**config.mk**
```make
export PLATFORM = sky130hd
export DESIGN_NAME = wdk_top
export DESIGN_NICKNAME = d
export VERILOG_FILES = /design/src/rtl/wdk_pkg.sv /design/src/rtl/wdk_post.sv /design/src/rtl/wdk_keyfsm.sv /design/src/rtl/wdk_timer.sv /design/src/rtl/wdk_top.sv
export SDC_FILE = /design/constraint.sdc
export NUM_CORES = 1
export LEC_CHECK = 0
export ABC_CLOCK_PERIOD_IN_PS = 3300
export BUFFER_PORTS_ARGS = -buffer_cell sky130_fd_sc_hd__buf_2
export CAP_MARGIN = 10
export CORE_UTILIZATION = 30
export CTS_CLUSTER_SIZE = 14
export DETAILED_ROUTE_END_ITERATION = 8
export GPL_ROUTABILITY_DRIVEN = 0
export PLACE_DENSITY = 0.55
export SKIP_LAST_GASP = 1
export SYNTH_ARGS = -nofsm -noshare
export SYNTH_HDL_FRONTEND = slang
export SYNTH_SLANG_ARGS = --single-unit
export TNS_END_PERCENT = 20
```
**constraint.sdc**
```tcl
create_clock -name clk -period 3.3 [get_ports clk]
set_input_delay 0.825 -clock clk [delete_from_list [all_inputs] [get_ports clk]]
set_output_delay 0.825 -clock clk [all_outputs]
set_load 0.02 [all_outputs]
```
**src/rtl/wdk_pkg.sv**
```systemverilog
package wdk_pkg;

    localparam int NREG     = 4;
    localparam int IDX_CTRL = 0;
    localparam int IDX_LOAD = 1;
    localparam int IDX_TRIG = 2;
    localparam int IDX_KEY  = 3;

    localparam logic [7:0] OFS_CTRL  = 8'h24;
    localparam logic [7:0] OFS_COUNT = 8'h28;
    localparam logic [7:0] OFS_LOAD  = 8'h2C;
    localparam logic [7:0] OFS_TRIG  = 8'h30;
    localparam logic [7:0] OFS_PEND  = 8'h34;
    localparam logic [7:0] OFS_KEY   = 8'h48;

    localparam logic [15:0] KEY_ARM_ON  = 16'hBBBB;
    localparam logic [15:0] KEY_GO      = 16'h4444;
    localparam logic [15:0] KEY_ARM_OFF = 16'hAAAA;
    localparam logic [15:0] KEY_HALT    = 16'h5555;

    typedef enum logic [1:0] {
        KS_HALTED,
        KS_ARMING,
        KS_RUNNING,
        KS_DISARMING
    } key_state_e;

    function automatic logic [7:0] post_offset(input int idx);
        logic [7:0] r;
        unique case (idx)
            IDX_CTRL: r = OFS_CTRL;
            IDX_LOAD: r = OFS_LOAD;
            IDX_TRIG: r = OFS_TRIG;
            default:  r = OFS_KEY;
        endcase
        return r;
    endfunction

endpackage

```
**src/rtl/wdk_post.sv**
```systemverilog
module wdk_post #(
    parameter int DW    = 32,
    parameter int DELAY = 4
) (
    input  logic          clk,
    input  logic          rst_n,
    input  logic          tick,
    input  logic          wr_en,
    input  logic [DW-1:0] wr_data,
    output logic          pending,
    output logic          commit,
    output logic [DW-1:0] commit_data
);
    localparam int CW = $clog2(DELAY + 1);

    typedef enum logic {PS_IDLE, PS_WAIT} post_state_e;

    post_state_e   state_q;
    logic [CW-1:0] left_q;
    logic [DW-1:0] data_q;
    logic          last_tick;

    assign last_tick = (state_q == PS_WAIT) && tick && (left_q == CW'(1));

    // state register
    always_ff @(posedge clk) begin
        if (!rst_n) begin
            state_q <= PS_IDLE;
            left_q  <= '0;
            data_q  <= '0;
        end else if (wr_en) begin
            state_q <= PS_WAIT;
            left_q  <= CW'(DELAY);
            data_q  <= wr_data;
        end else begin
            unique case (state_q)
                PS_IDLE: state_q <= PS_IDLE;
                PS_WAIT: begin
                    if (tick) begin
                        left_q <= left_q - CW'(1);
                        if (left_q == CW'(1)) state_q <= PS_IDLE;
                    end
                end
                default: state_q <= PS_IDLE;
            endcase
        end
    end

    // outputs
    always_comb begin
        pending     = (state_q == PS_WAIT);
        commit      = last_tick;
        commit_data = data_q;
    end

endmodule

```
**src/rtl/wdk_keyfsm.sv**
```systemverilog
module wdk_keyfsm
    import wdk_pkg::*;
#(
    parameter int DW = 32
) (
    input  logic          clk,
    input  logic          rst_n,
    input  logic          apply,
    input  logic [DW-1:0] key,
    output logic          running
);
    localparam logic [DW-1:0] W_ARM_ON  = DW'(KEY_ARM_ON);
    localparam logic [DW-1:0] W_GO      = DW'(KEY_GO);
    localparam logic [DW-1:0] W_ARM_OFF = DW'(KEY_ARM_OFF);
    localparam logic [DW-1:0] W_HALT    = DW'(KEY_HALT);

    key_state_e state_q, state_d;

    always_comb begin
        state_d = state_q;
        if (apply) begin
            unique case (state_q)
                KS_HALTED:
                    state_d = (key == W_ARM_ON) ? KS_ARMING : KS_HALTED;
                KS_ARMING:
                    if (key == W_GO)           state_d = KS_RUNNING;
                    else if (key == W_ARM_ON)  state_d = KS_ARMING;
                    else                       state_d = KS_HALTED;
                KS_RUNNING:
                    state_d = (key == W_ARM_OFF) ? KS_DISARMING : KS_RUNNING;
                KS_DISARMING:
                    if (key == W_HALT)         state_d = KS_HALTED;
                    else if (key == W_ARM_OFF) state_d = KS_DISARMING;
                    else                       state_d = KS_RUNNING;
                default: state_d = KS_HALTED;
            endcase
        end
    end

    // state register
    always_ff @(posedge clk) begin
        if (!rst_n) state_q <= KS_HALTED;
        else        state_q <= state_d;
    end

    // outputs
    always_comb begin
        unique case (state_q)
            KS_RUNNING, KS_DISARMING: running = 1'b1;
            default:                  running = 1'b0;
        endcase
    end

endmodule

```
**src/rtl/wdk_timer.sv**
```systemverilog
module wdk_timer #(
    parameter int            DW       = 32,
    parameter int            PTV_W    = 3,
    parameter logic [DW-1:0] DEF_LOAD = 32'hFFE2_0000
) (
    input  logic             clk,
    input  logic             rst_n,
    input  logic             tick,
    input  logic             running,
    input  logic             pre_en,
    input  logic [PTV_W-1:0] ptv,
    input  logic             reload,
    input  logic [DW-1:0]    load_val,
    output logic [DW-1:0]    count,
    output logic             rst_req
);
    localparam int            PRE_W   = (1 << PTV_W) - 1;
    localparam logic [DW-1:0] ALL_ONE = '1;

    logic [PRE_W-1:0] pre_q;
    logic [PRE_W-1:0] pre_lim;
    logic [DW-1:0]    count_q;
    logic             req_q;
    logic             step;

    generate
        if (PRE_W > 1) begin : g_wide
            always_comb
                pre_lim = pre_en ? ((PRE_W'(1) << ptv) - PRE_W'(1)) : '0;
        end else begin : g_narrow
            always_comb pre_lim = pre_en ? PRE_W'(ptv) : '0;
        end
    endgenerate

    assign step = running && tick && (pre_q == pre_lim);

    always_ff @(posedge clk) begin
        if (!rst_n) begin
            pre_q <= '0;
        end else if (!running || reload) begin
            pre_q <= '0;
        end else if (tick) begin
            pre_q <= (pre_q == pre_lim) ? '0 : pre_q + PRE_W'(1);
        end
    end

    always_ff @(posedge clk) begin
        if (!rst_n) begin
            count_q <= DEF_LOAD;
            req_q   <= 1'b0;
        end else begin
            req_q <= step && (count_q == ALL_ONE);
            if (reload)                   count_q <= load_val;
            else if (step && count_q == ALL_ONE) count_q <= load_val;
            else if (step)                count_q <= count_q + DW'(1);
        end
    end

    assign count   = count_q;
    assign rst_req = req_q;

endmodule

```
**src/rtl/wdk_top.sv**
```systemverilog
module wdk_top
    import wdk_pkg::*;
#(
    parameter int            DW         = 32,
    parameter int            AW         = 8,
    parameter int            PTV_W      = 3,
    parameter int            POST_DELAY = 4,
    parameter logic [DW-1:0] DEF_LOAD   = 32'hFFE2_0000
) (
    input  logic          clk,
    input  logic          rst_n,
    input  logic          tick,
    input  logic [AW-1:0] bus_addr,
    input  logic [DW-1:0] bus_wdata,
    input  logic          bus_we,
    output logic [DW-1:0] bus_rdata,
    output logic          rst_req
);
    localparam int CTRL_W = PTV_W + 1;

    logic [NREG-1:0] wr_hit;
    logic [NREG-1:0] pend_q;
    logic [NREG-1:0] commit;
    logic [DW-1:0]   post_data [NREG];

    logic [CTRL_W-1:0] ctrl_q;
    logic [DW-1:0]     load_q;
    logic [DW-1:0]     trig_q;
    logic [DW-1:0]     key_q;
    logic [DW-1:0]     count_w;
    logic              run_w;
    logic              reload;

    generate
        for (genvar gi = 0; gi < NREG; gi++) begin : g_post
            assign wr_hit[gi] = bus_we && (bus_addr == AW'(post_offset(gi)));
            wdk_post #(.DW(DW), .DELAY(POST_DELAY)) u_post (
                .clk        (clk),
                .rst_n      (rst_n),
                .tick       (tick),
                .wr_en      (wr_hit[gi]),
                .wr_data    (bus_wdata),
                .pending    (pend_q[gi]),
                .commit     (commit[gi]),
                .commit_data(post_data[gi])
            );
        end
    endgenerate

    assign reload = commit[IDX_TRIG] && (post_data[IDX_TRIG] != trig_q);

    always_ff @(posedge clk) begin
        if (!rst_n) begin
            ctrl_q <= '0;
            load_q <= DEF_LOAD;
            trig_q <= '0;
            key_q  <= '0;
        end else begin
            if (commit[IDX_CTRL] && !run_w) ctrl_q <= post_data[IDX_CTRL][CTRL_W-1:0];
            if (commit[IDX_LOAD] && !run_w) load_q <= post_data[IDX_LOAD];
            if (reload)                     trig_q <= post_data[IDX_TRIG];
            if (commit[IDX_KEY])            key_q  <= post_data[IDX_KEY];
        end
    end

    wdk_keyfsm #(.DW(DW)) u_keys (
        .clk    (clk),
        .rst_n  (rst_n),
        .apply  (commit[IDX_KEY]),
        .key    (post_data[IDX_KEY]),
        .running(run_w)
    );

    wdk_timer #(.DW(DW), .PTV_W(PTV_W), .DEF_LOAD(DEF_LOAD)) u_timer (
        .clk     (clk),
        .rst_n   (rst_n),
        .tick    (tick),
        .running (run_w),
        .pre_en  (ctrl_q[0]),
        .ptv     (ctrl_q[CTRL_W-1:1]),
        .reload  (reload),
        .load_val(load_q),
        .count   (count_w),
        .rst_req (rst_req)
    );

    always_comb begin
        unique case (bus_addr)
            AW'(OFS_CTRL):  bus_rdata = DW'(ctrl_q);
            AW'(OFS_COUNT): bus_rdata = count_w;
            AW'(OFS_LOAD):  bus_rdata = load_q;
            AW'(OFS_TRIG):  bus_rdata = trig_q;
            AW'(OFS_PEND):  bus_rdata = DW'(pend_q);
            AW'(OFS_KEY):   bus_rdata = key_q;
            default:        bus_rdata = '0;
        endcase
    end

endmodule

```
==> summary.txt, run 1 <==
Run status
  • Outcome: complete, but fails checks
  • Failing checks: design-rule violations

Worst setup path
  • Worst path slowest cell: nor4b_2
  • Setup CP Type: primary input to primary output
  • Most used cell, CP: buf_2
  • Crit-path cells: buf_2, nor3_1, nand3b_1, nor4b_2, buf_12, a222oi_1, nand2_1, buf_2
  • CP peak stage delay: 0.36 ns
  • Crit start category: primary input
  • CP arrival: around 2.4 ns
  • CP Capture Type: primary output
  • Worst EP required: 2.47 ns
  • CP max FO: 32

Pwr
  • Clock power frac: ~48%
  • Power share of the combinational group: roughly 2.4%
  • Pint: between 4000 and 5000 uW
  • Pwr Total: between 6000 and 7000 uW
  • Power Density: 458.4 nW/um2
  • Switching share of power: between 20 and 25%
  • Sequential Power Share: roughly 49%
  • NetSw: roughly 1400 uW
  • Peak supply drop: between 0.0004 and 0.0005 V
  • Pleak: around 0.005 uW

CTS
  • Postcts setup bufs: 0
  • Buffers from clock root to sink, at most: 3
  • Post-cts sizing count: 0
  • Clock sink count: 258
  • Hold-fix buffers at CTS: 0
  • Clock slew at reported path FFs: around 0.060 ns
  • Later-pin clock latency in the skew report: 0.55 ns
  • CTS buffer count: 28
  • Htree depth: 1
  • Root Buffer: clkbuf_16
  • CTS tree: yes

Job
  • # Max-Cap Violations: 0

Routing
  • Initial DRC Count: 1184
  • Antenna-violating nets left: 0
  • DRC errors left: 1
  • Vias per cell: approximately 5.3
  • First-pass iteration count of the detailed router: 9
  • Final wirelength: approximately 40 mm
  • Wire per inst: 19.28 um
  • Routed vias: approximately 11000

Placed design
  • Placed instance count: around 2000
  • IO Port Bufs: between 70 and 80
  • Post-DP HPWL: 28.14 mm

Logic synthesis
  • EDFF count, synth: 0
  • Netlist area before placement: 11810 um2
  • Post-Syn Instances: about 1500
  • Synth Net Count: between 1500 and 2000
  • Synth area leader: dfxtp_1
  • Synth top area cells: dfxtp_1 44%, nand2_1 14%, a21oi_1 8.1%, mux2i_1 5.3%, xnor2_1 3.3%
  • Distinct cells, synth: 71
  • Synth Flop Type: dfxtp_1
  • Top cell type's share of synthesized area: 43.73%
  • Most frequent cell after synthesis: nand2_1
  • Yosys reg bits: between 200 and 300
  • Ys Warns: 0
  • Sequential area share after synthesis: between 40% and 50%
  • Post-synth top cells: 432 x nand2_1, 258 x dfxtp_1, 190 x a21oi_1
  • Avg Inst Size Synth: 7.911 um2
  • Ys async rst share: 0%

GRT
  • Vias in the first global route: 9932
  • GRT Total Usage: around a fifth
  • Antenna violations before repair: 1
  • Global-route wire length before repair: about 60 mm
  • Largest net degree at the start of global routing: between 60 and 70
  • Global route overflow: 0

STA
  • Post-route minimum period: between 3 and 4 ns
  • Hold_ws: 0.4509 ns
  • # setup viols final: 0
  • Clock skew: 0.01637 ns
  • Worst-margin pin slew: ~0.68 ns
  • Final Slew Violations: 0
  • Slew margin rel.: a little over half
  • Fin. Hold Viols: 0
  • Unrepaired setup endpoints after global routing: yes
  • Max frequency: slightly above 0.3 GHz
  • Setup TNS Final: 0 ns
  • Share of the cycle needed by the critical path after routing: a little under 100%

Floorplan
  • Cell Rows: a little over 70
  • Die width: 200.4 um
  • Core area: 38740 um2
  • Initial Utilization: a little under a third
  • Die Y: between 200 and 250 um
  • Die area: 40170 um2
  • IO Count: 77

Finish
  • Fin nets: approximately 1600
  • Final Non-Filler Cells: about 2100
  • Antenna diodes: 0
  • Final Util: a little over a third
  • Layout cells sized above 1: 12.42%
  • Area Overhead vs Synth: 16.98%

Worst hold path
  • Class of the worst hold path: flip-flop to flip-flop
-- flip-flops by register name, indices dropped and copies added, names as in the netlist --
signal                     count
u_timer.count                 32
g_post.u_post.left_q          12
u_keys.state_q                 2
g_post.u_post.commit_data    100
load_q                        32
key_q                         32
ctrl_q                         4
u_timer.rst_req                1
trig_q                        32
g_post.u_post.pending          4
u_timer.pre_q                  7
-- worst max-delay path: cells and delay by family --
family	cells	cell delay, ns
buffers and inverters	3	0.53
AO/OA/AOI/OAI	1	0.11
AND/OR/NAND/NOR	4	0.94
-- power groups by stage --
stage          clock [uW]  sequential [uW]  combinational, uW
6_report             3070             3120                151
5_1_grt              3240             3120                161
4_1_cts              3130             3120                151
3_5_place_dp            0             3190                150
3_3_place_gp            0             3190                150
2_1_floorplan           0             3190               65.2
-- routing by layer --
metal | wire, um | track usage (%) | vias to the layer above | share of wire (%)
li1 | - | - | 5249 | -
met1 | 18300 | 27.54 | 5187 | 46
met2 | 17500 | 29.40 | 407 | 44
met3 | 2787 | 2.630 | 73 | 7.0
met4 | 1364 | 6.925 | 2 | 3.4
met5 | 8 | 0 | - | 0.020
-- layout by cell type, fill, tap and decap left out, drive strengths merged, types with 28 or more instances in the layout --
cell,n
nor2,91
nand3,32
nand2,432
xnor2,44
mux2i,62
a21oi,190
dfxtp,258
a222oi,28
clkbuf,37
buf,124
-- cells by family (layout without fill, tap and decap cells) --
kind of cell,Yosys count,after routing,share of synthesized area [%]
simple gates,669,669,24.69
compound gates,298,298,15.66
flops,258,258,43.73
buf+inv,134,195,4.714
mux,73,73,6.335
xor+xnor,50,50,3.708
fa+ha+maj,11,11,1.165
-- area by class of cell --
class	count	area [um2]
well taps	518	648.1
inverters	24	95.09
multi-input cells	1101	6132
clock buffers	37	774.5
repair buffers	124	890.9
flip-flops and latches	258	5165
clock inverters	10	111.4
fillers	4056	24920
-- worst paths after layout --
path	startpoint	to	slack (ns)	cells after the start
max reg2reg	ctrl_q[3]	u_timer.count[22]	0.13	12
min	g_post[1].u_post.commit_data[12]	load_q[12]	0.45	2
max	bus_addr[1]	bus_rdata[27]	0.04	8
min reg2reg	g_post[1].u_post.commit_data[12]	load_q[12]	0.45	2
-- metrics by stage --
stage	cell area (um2)	setup slack, ns
6_report	13820	0.04330
5_1_grt	13820	-0.003225
4_1_cts	13820	0.05239
3_5_place_dp	12930	0.05262
3_3_place_gp	12930	0.1030
2_1_floorplan	11810	0.07828
Note: power is estimated with default switching activity, not from simulation.
==> run 2: changes to the inputs <==
CORE_MARGIN = 2   (was unset)
SETUP_SLACK_MARGIN = 0.05   (was unset)
==> run 2 against run 1 <==
Effect of this change: the run now ends clean; clock skew barely moved; fmax fell by 0.58%; worst setup slack got worse by 0.019 ns; global-route usage rose by 0.14 points; total power rose by 2.1%; sequential power barely moved; non-clock buffer count rose by 9; die area rose by 2.0%; largest power group is now the clock network.
==> summary.txt, run 2 (synthesis results as in run 1) <==
Run status
  • Outcome: finished clean

Placed design
  • Post-DP HPWL: 28.76 mm (+2.2%)
  • Placed instance count: 2026 (+0.049%)
  • IO Port Bufs: 76 (unchanged)

CTS
  • Clock sink count: 258 (unchanged)
  • Later-pin clock latency in the skew report: 0.56 ns (about the same)
  • Root Buffer: clkbuf_16
  • Htree depth: 1 (unchanged)
  • CTS buffer count: 28 (unchanged)
  • Hold-fix buffers at CTS: 0 (unchanged)
  • CTS tree: yes
  • Buffers from clock root to sink, at most: 3 (unchanged)
  • Clock slew at reported path FFs: 0.06 ns (about the same)

Floorplan
  • IO Count: 77 (unchanged)
  • Core area: 38740 um2 (unchanged)
  • Die Y: 202.4 um (+1.0%)
  • Initial Utilization: 30.49% (unchanged)
  • Die width: 202.4 um (+1.0%)
  • Cell Rows: 72 (unchanged)
  • Die area: 40970 um2 (+2.0%)

Worst setup path
  • CP arrival: 2.45 ns (+0.02 ns)
  • Crit-path cells: buf_2, nor3_4, nand3b_1, nor4b_4, buf_6, clkbuf_16, a222oi_1, nand2_1, buf_2
  • Most used cell, CP: buf_2
  • CP max FO: 17 (-47%)
  • Setup CP Type: primary input to primary output
  • Worst path slowest cell: nor4b_4
  • CP Capture Type: primary output
  • Worst EP required: 2.47 ns (about the same)
  • Crit start category: primary input
  • CP peak stage delay: 0.33 ns (-0.03 ns)
  • Worst-case reg-to-reg path depth: 11 (-1)

GRT
  • Antenna violations before repair: 1 (unchanged)
  • Global route overflow: 0 (unchanged)
  • Largest net degree at the start of global routing: 99 (+50%)
  • GRT Total Usage: 19.40% (+0.14 points)
  • Global-route wire length before repair: 62.16 mm (+2.4%)
  • Vias in the first global route: 10200 (+2.7%)

Routing
  • Wire per inst: 20.06 um (+4.0%)
  • Met1 Routed Length: 18.46 mm (+0.90%)
  • Max layer used: met5
  • Final wirelength: 41.80 mm (+4.6%)
  • WL met2: 18.88 mm (+7.9%)
  • Antenna-violating nets left: 0 (unchanged)
  • Routed vias: 11000 (+0.77%)
  • Met3 WL post-DR: 3.034 mm (+8.9%)
  • Initial DRC Count: 1343 (+13%)
  • First-pass iteration count of the detailed router: 9 (unchanged)
  • DRC errors left: 0 (-1)
  • Vias per cell: 5.279 (+0.19%)

STA
  • Final Slew Violations: 0 (unchanged)
  • Max frequency: 0.3053 GHz (-0.58%)
  • Share of the cycle needed by the critical path after routing: 99.26% (+0.57 points)
  • Slew margin rel.: 53.18% (-0.94 points)
  • # setup viols final: 0 (unchanged)
  • Worst-margin pin slew: 0.7024 ns (+0.02046 ns)
  • Clock skew: 0.01653 ns (+0.0001664 ns)
  • Unrepaired setup endpoints after global routing: yes
  • Post-route minimum period: 3.276 ns (+0.01890 ns)
  • Fin. Hold Viols: 0 (unchanged)

Finish
  • Fin nets: 1602 (+0.63%)
  • FILL cells: 4068 (+0.30%)
  • Largest register FFs: 100 (unchanged)
  • Leading cell type in the layout, fill and taps excluded: nand2_1
  • Final Util: 36.34% (+0.68 points)
  • Antenna diodes: 0 (unchanged)
  • Final Non-Filler Cells: 2084 (+0.58%)
  • Area Overhead vs Synth: 19.19%
  • Commonest non-fill, non-tap cells in the layout: 432 x nand2_1, 258 x dfxtp_1, 188 x a21oi_1
  • Layout cells sized above 1: 13.15% (+0.73 points)

Pwr
  • Power Density: 459.5 nW/um2 (+0.22%)
  • Pleak: 0.005204 uW (+2.1%)
  • Pwr Total: 6469 uW (+2.1%)
  • Peak supply drop: 0.0003899 V (-13%)

Worst hold path
  • Class of the worst hold path: flip-flop to flip-flop
  • Hold path cells: 2 (unchanged)

Job
  • # Max-Cap Violations: 0 (unchanged)
run 2: final timing paths:
| check | startpoint | endpoint | slack (ns) |
|---|---|---|---|
| worst max-delay path | bus_addr[0] | bus_rdata[5] | 0.02 |
| worst min-delay path | g_post[1].u_post.commit_data[0] | load_q[0] | 0.44 |
| worst min register to register | g_post[1].u_post.commit_data[0] | load_q[0] | 0.44 |
| worst max register to register | ctrl_q[3] | u_timer.count[8] | 0.14 |
run 2: repair_timing:
item / 4_1_cts / 5_1_grt
setup buffers: 0 / 4
gates cloned: 0 / 5
pin swaps: 0 / 13
setup endpoints to repair: 1 / 57
gates resized for setup: 1 / 21
hold endpoints to repair: 0 / 0
run 2: critical path: cells and delay by family:
kind	cells	cell delay (ns)
compound gates	1	0.09
simple gates	4	0.84
buf+inv	4	0.68
run 2: metrics by stage:
step,cell area (um2),worst slack (ns),TNS [ns],hold WS (ns)
global route,14080,-0.007432,-0.007432,0.4681
CTS,13830,0.04276,0,0.4512
global placement,12900,0.04476,0,0.4396
finish,14080,0.02440,0,0.4447
detailed placement,12900,0.04621,0,0.4452
floorplan,11810,0.07828,0,0.4319
run 2: cell type report:
cell class | count | area (um2) | share of cell area, %
multi-input combinational | 1102 | 6200 | 44.04
inverter | 24 | 95.09 | 0.6754
sequential | 258 | 5165 | 36.69
clock buffer | 42 | 834.6 | 5.928
timing repair buffer | 133 | 1051 | 7.465
tap | 518 | 648.1 | 4.604
clock inverter | 7 | 85.08 | 0.6043
run 2: power breakdown:
part | internal (uW) | total, uW | switching, uW
clock | 1890 | 3190 | 1300
combinational | 44.3 | 160 | 116
sequential | 3120 | 3120 | 1.67
total | 5050 | 6470 | 1420
run 2: layer usage:
| metal | vias up | global-route usage, % |
|---|---|---|
| li1 | 5268 | - |
| met4 | 2 | 5.918 |
| met2 | 445 | 30.66 |
| met5 | - | 0 |
| met1 | 5208 | 27.13 |
| met3 | 79 | 2.999 |
